`src/rtl/ifa_pkg.sv`:
```
package ifa_pkg;
  localparam int unsigned FIELD_W_D = 7;
  localparam int unsigned PTR_W_D   = 8;
  localparam int unsigned DATA_W_D  = 8;

  typedef enum logic [1:0] {
    ACC_DIRECT = 2'd0,
    ACC_PTR    = 2'd1,
    ACC_SELF   = 2'd2
  } acc_kind_e;
endpackage

```
`src/rtl/ifa_resolve.sv`:
```
module ifa_resolve
  import ifa_pkg::*;
#(
  parameter int unsigned FIELD_W = FIELD_W_D,
  parameter int unsigned PTR_W   = PTR_W_D,
  parameter int unsigned WIN_OFS = 0,
  localparam int unsigned ADDR_W  = PTR_W + 1,
  localparam int unsigned DBANK_W = ADDR_W - FIELD_W
) (
  input  logic [FIELD_W-1:0] addr_field,
  input  logic [DBANK_W-1:0] dbank,
  input  logic [PTR_W-1:0]   ptr_val,
  input  logic               ptr_bank,
  output logic [ADDR_W-1:0]  res_addr,
  output acc_kind_e          kind
);
  localparam logic [FIELD_W-1:0] WIN = FIELD_W'(WIN_OFS);

  logic via_ptr;
  logic ptr_hits_win;

  always_comb begin
    via_ptr      = (addr_field == WIN);
    ptr_hits_win = (ptr_val[FIELD_W-1:0] == WIN);
    if (via_ptr) begin
      res_addr = {ptr_bank, ptr_val};
      kind     = ptr_hits_win ? ACC_SELF : ACC_PTR;
    end else begin
      res_addr = {dbank, addr_field};
      kind     = ACC_DIRECT;
    end
  end
endmodule

```
`src/rtl/ifa_wport.sv`:
```
module ifa_wport #(
  parameter int unsigned ADDR_W = 9,
  parameter int unsigned DATA_W = 8
) (
  input  logic              clk,
  input  logic              rst_n,
  input  logic              wr_req,
  input  logic [ADDR_W-1:0] wr_addr,
  input  logic [DATA_W-1:0] wr_data,
  output logic              we,
  output logic [ADDR_W-1:0] waddr,
  output logic [DATA_W-1:0] wdata
);
  logic              we_d;
  logic              ld_en;
  logic [ADDR_W-1:0] waddr_d;
  logic [DATA_W-1:0] wdata_d;

  always_comb begin
    we_d    = wr_req;
    ld_en   = wr_req;
    waddr_d = ld_en ? wr_addr : waddr;
    wdata_d = ld_en ? wr_data : wdata;
  end

  always_ff @(posedge clk or negedge rst_n) begin
    if (!rst_n) begin
      we    <= 1'b0;
      waddr <= '0;
      wdata <= '0;
    end else begin
      we    <= we_d;
      waddr <= waddr_d;
      wdata <= wdata_d;
    end
  end
endmodule

```
`src/rtl/ifa_rdsel.sv`:
```
module ifa_rdsel
  import ifa_pkg::*;
#(
  parameter int unsigned ADDR_W = 9,
  parameter int unsigned DATA_W = 8
) (
  input  acc_kind_e         kind,
  input  logic              rd_stb,
  input  logic [ADDR_W-1:0] res_addr,
  input  logic [DATA_W-1:0] file_rdata,
  input  logic              pend_we,
  input  logic [ADDR_W-1:0] pend_addr,
  input  logic [DATA_W-1:0] pend_data,
  output logic [DATA_W-1:0] rd_data
);
  logic fwd;

  always_comb begin
    fwd = pend_we && (pend_addr == res_addr);
    if (!rd_stb || kind == ACC_SELF) rd_data = '0;
    else if (fwd)                    rd_data = pend_data;
    else                             rd_data = file_rdata;
  end
endmodule

```
`src/rtl/indaddr_unit.sv`:
```
module indaddr_unit
  import ifa_pkg::*;
#(
  parameter int unsigned FIELD_W = FIELD_W_D,
  parameter int unsigned PTR_W   = PTR_W_D,
  parameter int unsigned DATA_W  = DATA_W_D,
  parameter int unsigned WIN_OFS = 0,
  localparam int unsigned ADDR_W  = PTR_W + 1,
  localparam int unsigned DBANK_W = ADDR_W - FIELD_W
) (
  input  logic               clk,
  input  logic               rst_n,
  input  logic [FIELD_W-1:0] addr_field,
  input  logic [DBANK_W-1:0] dbank,
  input  logic               rd_stb,
  input  logic               wr_stb,
  input  logic [DATA_W-1:0]  wr_data,
  input  logic [PTR_W-1:0]   ptr_val,
  input  logic               ptr_bank,
  input  logic [DATA_W-1:0]  file_rdata,
  output logic [ADDR_W-1:0]  file_raddr,
  output logic [DATA_W-1:0]  rd_data,
  output logic               file_we,
  output logic [ADDR_W-1:0]  file_waddr,
  output logic [DATA_W-1:0]  file_wdata
);
  logic [1:0]        rst_sync;
  logic              rst_q;
  logic [ADDR_W-1:0] res_addr;
  acc_kind_e         kind;
  logic              wr_req;

  always_ff @(posedge clk or negedge rst_n) begin
    if (!rst_n) rst_sync <= 2'b00;
    else        rst_sync <= {rst_sync[0], 1'b1};
  end
  assign rst_q = rst_sync[1];

  ifa_resolve #(.FIELD_W(FIELD_W), .PTR_W(PTR_W), .WIN_OFS(WIN_OFS)) u_res (
    .addr_field (addr_field),
    .dbank      (dbank),
    .ptr_val    (ptr_val),
    .ptr_bank   (ptr_bank),
    .res_addr   (res_addr),
    .kind       (kind)
  );

  assign wr_req     = wr_stb && (kind != ACC_SELF);
  assign file_raddr = res_addr;

  ifa_wport #(.ADDR_W(ADDR_W), .DATA_W(DATA_W)) u_wp (
    .clk     (clk),
    .rst_n   (rst_q),
    .wr_req  (wr_req),
    .wr_addr (res_addr),
    .wr_data (wr_data),
    .we      (file_we),
    .waddr   (file_waddr),
    .wdata   (file_wdata)
  );

  ifa_rdsel #(.ADDR_W(ADDR_W), .DATA_W(DATA_W)) u_rd (
    .kind       (kind),
    .rd_stb     (rd_stb),
    .res_addr   (res_addr),
    .file_rdata (file_rdata),
    .pend_we    (file_we),
    .pend_addr  (file_waddr),
    .pend_data  (file_wdata),
    .rd_data    (rd_data)
  );
endmodule

```
`config.mk`:
```
export PLATFORM = sky130hd
export DESIGN_NAME = indaddr_unit
export DESIGN_NICKNAME = d
export VERILOG_FILES = /design/src/rtl/ifa_pkg.sv /design/src/rtl/ifa_resolve.sv /design/src/rtl/ifa_wport.sv /design/src/rtl/ifa_rdsel.sv /design/src/rtl/indaddr_unit.sv
export SDC_FILE = /design/constraint.sdc
export NUM_CORES = 1
export LEC_CHECK = 0
export ABC_AREA = 1
export ABC_CLOCK_PERIOD_IN_PS = 1500
export BUFFER_PORTS_ARGS = -buffer_cell sky130_fd_sc_hd__buf_4
export CORE_UTILIZATION = 41
export DETAILED_ROUTE_END_ITERATION = 12
export PLACE_DENSITY_LB_ADDON = 0.1
export SYNTH_ARGS = -nofsm -noshare
export SYNTH_HDL_FRONTEND = slang
export SYNTH_HIERARCHICAL = 1
export SYNTH_SLANG_ARGS = --single-unit
export TNS_END_PERCENT = 5
```
`constraint.sdc`:
```
create_clock -name clk -period 1.5 [get_ports clk]
set_input_delay 0.15 -clock clk [delete_from_list [all_inputs] [get_ports clk]]
set_output_delay 0.15 -clock clk [all_outputs]
set_load 0.005 [all_outputs]
```
### Word-level counts from Yosys, hierarchy flattened

Index checks and enable logic that the tools add are counted.

* flip-flop bits (word level): 20
* bits of input ports: 38
* output and inout port bits: 35

* reduce and logical (&&, ||, !) cells: 6
* muxes and demuxes: 5
* eq/ne operators: 3

Operators by type and width (number)
* $mux 8: 2
* $logic_not 7->1: 2
* $eq 9x9->1: 1
* $mux 9: 1
* $mux 2: 2
* $eq 2x2->1 const B: 1
* $logic_and 1x1->1: 2
* $ne 2x2->1 const B: 1
* $logic_not 1->1: 1
* $logic_or 1x1->1: 1

### Logic depth before layout (Yosys ltp)

* depth after elaboration: 6
* mapped depth: 14
* mapped depth without buffers: 14

### Modules after synthesis

The synthesis kept the hierarchy.

By module, submodules not included
* ifa_wport: times used 1, area each 705.7 µm², cells an instance 73
* ifa_rdsel: times used 1, area each 451.7 µm², cells an instance 110
* ifa_resolve: times used 1, area each 187.7 µm², cells an instance 45
* indaddr_unit: times used 1, area each 70.1 µm², cells an instance 6

### Worst setup path before layout

Ideal clock, no wire load.

* kind: input-to-output
* start: input port addr_field[5]
* end: output port rd_data[0]
* arrival: 1.341 ns
* required time: 1.350 ns
* path slack: 0.009 ns
* path buffers: 0
* stages: 12
* cell sequence: nor2_1 > nand2_1 > inv_2 > nand3_1 > nand2_1 > inv_1 > or2_2 > nand2_1 > nor2_1 > nand3_1 > nand2_1 > nor2_1

* longest elaborated chain between the ends: 6

Ends and longest elaborated chain
* start, declared: line indaddr_unit.sv:13 `input logic [FIELD_W-1:0] addr_field,`
* $logic_not 7->1: line ifa_resolve.sv:23 `via_ptr = (addr_field == WIN);`
* $mux 9: line ifa_resolve.sv:25 `if (via_ptr) begin`
* net file_raddr[4]: line indaddr_unit.sv:21 `output logic [ADDR_W-1:0] file_raddr,`
* $eq 9x9->1: line ifa_rdsel.sv:19 `fwd = pend_we && (pend_addr == res_addr);`
* $logic_and 1x1->1: line ifa_rdsel.sv:19
* $mux 8: line ifa_rdsel.sv:21 `else if (fwd) rd_data = pend_data;`
* $mux 8: line ifa_rdsel.sv:20 `if (!rd_stb || kind == ACC_SELF) rd_data = '0;`
* end, declared: line indaddr_unit.sv:22 `output logic [DATA_W-1:0] rd_data,`

The timed path passes the listed nets, and every way through them passes these cells.

### Worst setup path in the final report

* start: input port addr_field[1]
* end: output port rd_data[4]

* longest elaborated chain between the ends: 6

Ends and longest elaborated chain (line)
* $logic_not 7->1: ifa_resolve.sv:23
* $mux 9: ifa_resolve.sv:25
* $eq 9x9->1: ifa_rdsel.sv:19
* $logic_and 1x1->1: ifa_rdsel.sv:19
* $mux 8: ifa_rdsel.sv:21
* $mux 8 (*): ifa_rdsel.sv:20

Mark *: on every way between the ends. The rest lies on a longest branch, timed or not.

==> results_dict.tcl <==
set metrics [dict create \
    status "finished with violations" \
    violations "negative setup slack" \
    yosysSeqAreaShare_pct 35.4 \
    hpwl_um 3020 \
    finClkSkew_ps 4.67 \
    synth_area_leader_cell "dfrtp_1" \
    clockBufferDepth 2 \
    pwr-share-clk_pct 16.8 \
    critical-path-top-delay-family "simple AND/OR/NAND/NOR gates" \
    reg2reg_slack_ps 770 \
    grt_overflow 0 \
    n_fill_cell 252 \
    finalMaxSlewViolations 0 \
    via_per_inst 4.62 \
    final_core_util_pct 78.1 \
    fin_crit_sh_pct 125 \
    std_cell_rows 20 \
    cts_made_buffers 3 \
    p_comb_share_pct 38.5 \
    fp.coreArea_um2 3150 \
    crit_start "addr_field[1]" \
    drt_wl_total_um 4450 \
    worstPathCellList "buf_8, nor2_4, nand2_4, clkinvlp_4, nand3_2, nand2_2, inv_1, nand2_1, nand2_1, nor2_1, nand2_1, nor2_4, buf_4, nand3_2, nand2_1, nor2_1, buf_4" \
    synth_cells 234 \
    dp_slack_ps -487 \
    cp_slowest_cell "clkinvlp_4" \
    syn_area_um2 1420 \
    fp.dieW_um 60.8 \
    finalCriticalPeriod_ps 1880 \
    start_util_pct 44.9 \
    leakagePower_nw 1.42 \
    intPower_uw 963 \
    setup_ws_ps -379 \
    setup_viol 8 \
    hold_class "input pin to flop" \
    synth_cell_types 19 \
    rsz0062_at_grt "yes" \
    ios 73 \
    die_area_um2 3690 \
    numClockSinks 20 \
    cp.required_ps 1350 \
    ant_nets 0 \
    grt_max_degree 18 \
    fin_nets 379 \
    dp.cells 368 \
    place_congestion 0.829 \
    multi_input_comb_area_um2 880 \
    crit_fanout 5 \
    hold_viol 0 \
    crit_path_end "rd_data[4]" \
    worst_ir_drop_vdd_mv 0.603 \
    swShare_pct 31.7 \
    drc 0 \
    vias 1771 \
    die_h_um 60.8 \
    drt-wirelength-per-cell_um 11.6 \
    yosysWarnings 6 \
    drive_gt1_share_pct 48.1 \
    grt_pass1_wl_um 6240 \
    r2r-end "u_wp/waddr[6]" \
    first_global_vias 1430 \
    antenna_found_initial 0 \
    grt.total_usage_pct 22.6 \
    cp.arrival_ps 1730 \
    synth-seq-cells 20 \
    r2r_start "u_wp/waddr[6]" \
    synth_largest_type_area_fraction_pct 35.4 \
    cts_tree "built" \
    drt-initial-drc-count 70 \
    max_stage_delay_ps 140 \
    clk_latency_ps 290 \
    cp-end-kind "output pin" \
    port_buffers 72 \
    cts_root_buf "clkbuf_4" \
    synthTopCellsByArea "dfrtp_1, nand2_1, inv_1" \
    maxCapViolCount 0 \
    path_depth 17 \
    power_mw 1.41 \
    max_freq_mhz 532 \
    diodes 0 \
    layout.cells.non_filler 383 \
    avgSynthCellArea_um2 6.05 \
    firstDrtPassIters 4 \
    cts.reportedPaths.clkPinSlew_ps 90 \
    path_class "input pin to output pin" \
    power_density_nw_per_um2 572 \
    critPathLaunchType "input pin" \
    p_sw_uw 446 \
    worst-path-buf-inv 5 \
    p_seq_share_pct 44.7 \
    ff_latch_area_um2 500 \
    worst_path_most_repeated_cell "nand2_1" \
    worstRegToRegCells 3 \
    area_growth_pct 74.1 \
    synth_nets 272 \
    cts_max_level 1 \
]
[sequential cells by signal, summed over array words and instances (netlist names)]
| name | count |
|---|---|
| u_wp/waddr | 9 |
| u_wp/wdata | 8 |
| rst_sync | 2 |
| u_wp/we | 1 |
[layout make-up]
class	instances	area share (%)
multi-input cells	170	35.7
repair buffers	103	33.5
flip-flops and latches	20	20.3
inverters	41	6.75
well taps	44	2.23
clock buffers	3	0.914
repair inverters	2	0.609
[stage by stage]
stage	setup TNS (ps)	hold slack, ps	cell area, µm²
after floorplan	0	-146	1420
after global placement	-4230	-66.4	2130
after detailed placement	-5250	-66.5	2130
after CTS	-2790	44.7	2220
after global routing	-4070	33.6	2460
final	-2890	51.8	2460
[worst min-delay path by stage]
stage,startpoint,endpoint,cells past startpoint
2_1_floorplan,rst_n,rst_sync[0],0
3_3_place_gp,rst_n,rst_sync[0],1
3_5_place_dp,rst_n,rst_sync[1],1
4_1_cts,wr_data[6],u_wp/wdata[6],3
5_1_grt,wr_data[6],u_wp/wdata[6],3
6_report,wr_data[6],u_wp/wdata[6],3
[layout by cell type, fill, tap and decap left out, types with 2 or more instances in the layout]
| master | netlist | final |
|---|---|---|
| nor2_4 | 2 | 6 |
| nand2_4 | 0 | 4 |
| nand2_1 | 102 | 87 |
| nor2_2 | 1 | 5 |
| inv_4 | 0 | 2 |
| nand3_1 | 18 | 5 |
| clkinvlp_4 | 0 | 2 |
| nand3_2 | 0 | 13 |
| buf_8 | 1 | 3 |
| inv_1 | 38 | 34 |
| dfrtp_1 | 20 | 20 |
| clkbuf_4 | 0 | 3 |
| buf_6 | 1 | 7 |
| nor2_1 | 33 | 25 |
| inv_2 | 2 | 4 |
| buf_4 | 0 | 92 |
| nand2_2 | 7 | 18 |
[timing repair]
item                                    4_1_cts  5_1_grt
resized for setup                             7       59
setup buffers                                 5        4
pin swaps                                     7       29
hold buffers                                  1        0
hold endpoints to repair                      2        0
endpoints found under the setup margin        8       26
cloned                                        1        1
[tightest hold or removal path, cell delays in order]
cell and delay, ps:
buf_4 70, nand2_1 30, nand2_1 50
[cells in the mapped netlist]
master,n
nand2_1,102
inv_1,38
nor2_1,33
nand2_2,7
or2_2,1
dfrtp_1,20
conb_1,1
a21oi_2,1
nor2_4,2
inv_8,1
buf_8,1
nand3_1,18
o21ai_0,2
nor2_2,1
inv_2,2
a21boi_1,1
buf_6,1
nand3b_1,1
clkbuf_8,1
[layer usage]
metal	up-vias	global-route usage, %	wire, µm
li1	898	-	-
met1	826	27.8	1780
met2	41	42.4	2440
met3	6	3.84	186
met4	0	2.92	42
met5	-	0	0
[logic make-up (layout without fill, tap and decap cells)]
logic type,count (synthesis),in the layout,share of synthesized area (%)
other,1,1,0.265
AO/OA/AOI/OAI,4,4,1.86
flip-flops,20,20,35.4
AND/OR/NAND/NOR,165,165,48.3
buffers and inverters,44,149,14.2
[power by group through the flow]
stage	combinational (mW)	sequential, mW	clock [mW]
6_report	0.543	0.630	0.236
5_1_grt	0.600	0.638	0.268
4_1_cts	0.473	0.629	0.246
3_5_place_dp	0.454	0.640	0
3_3_place_gp	0.448	0.638	0
2_1_floorplan	0.194	0.641	0
Power figures use the tool's default switching activity.
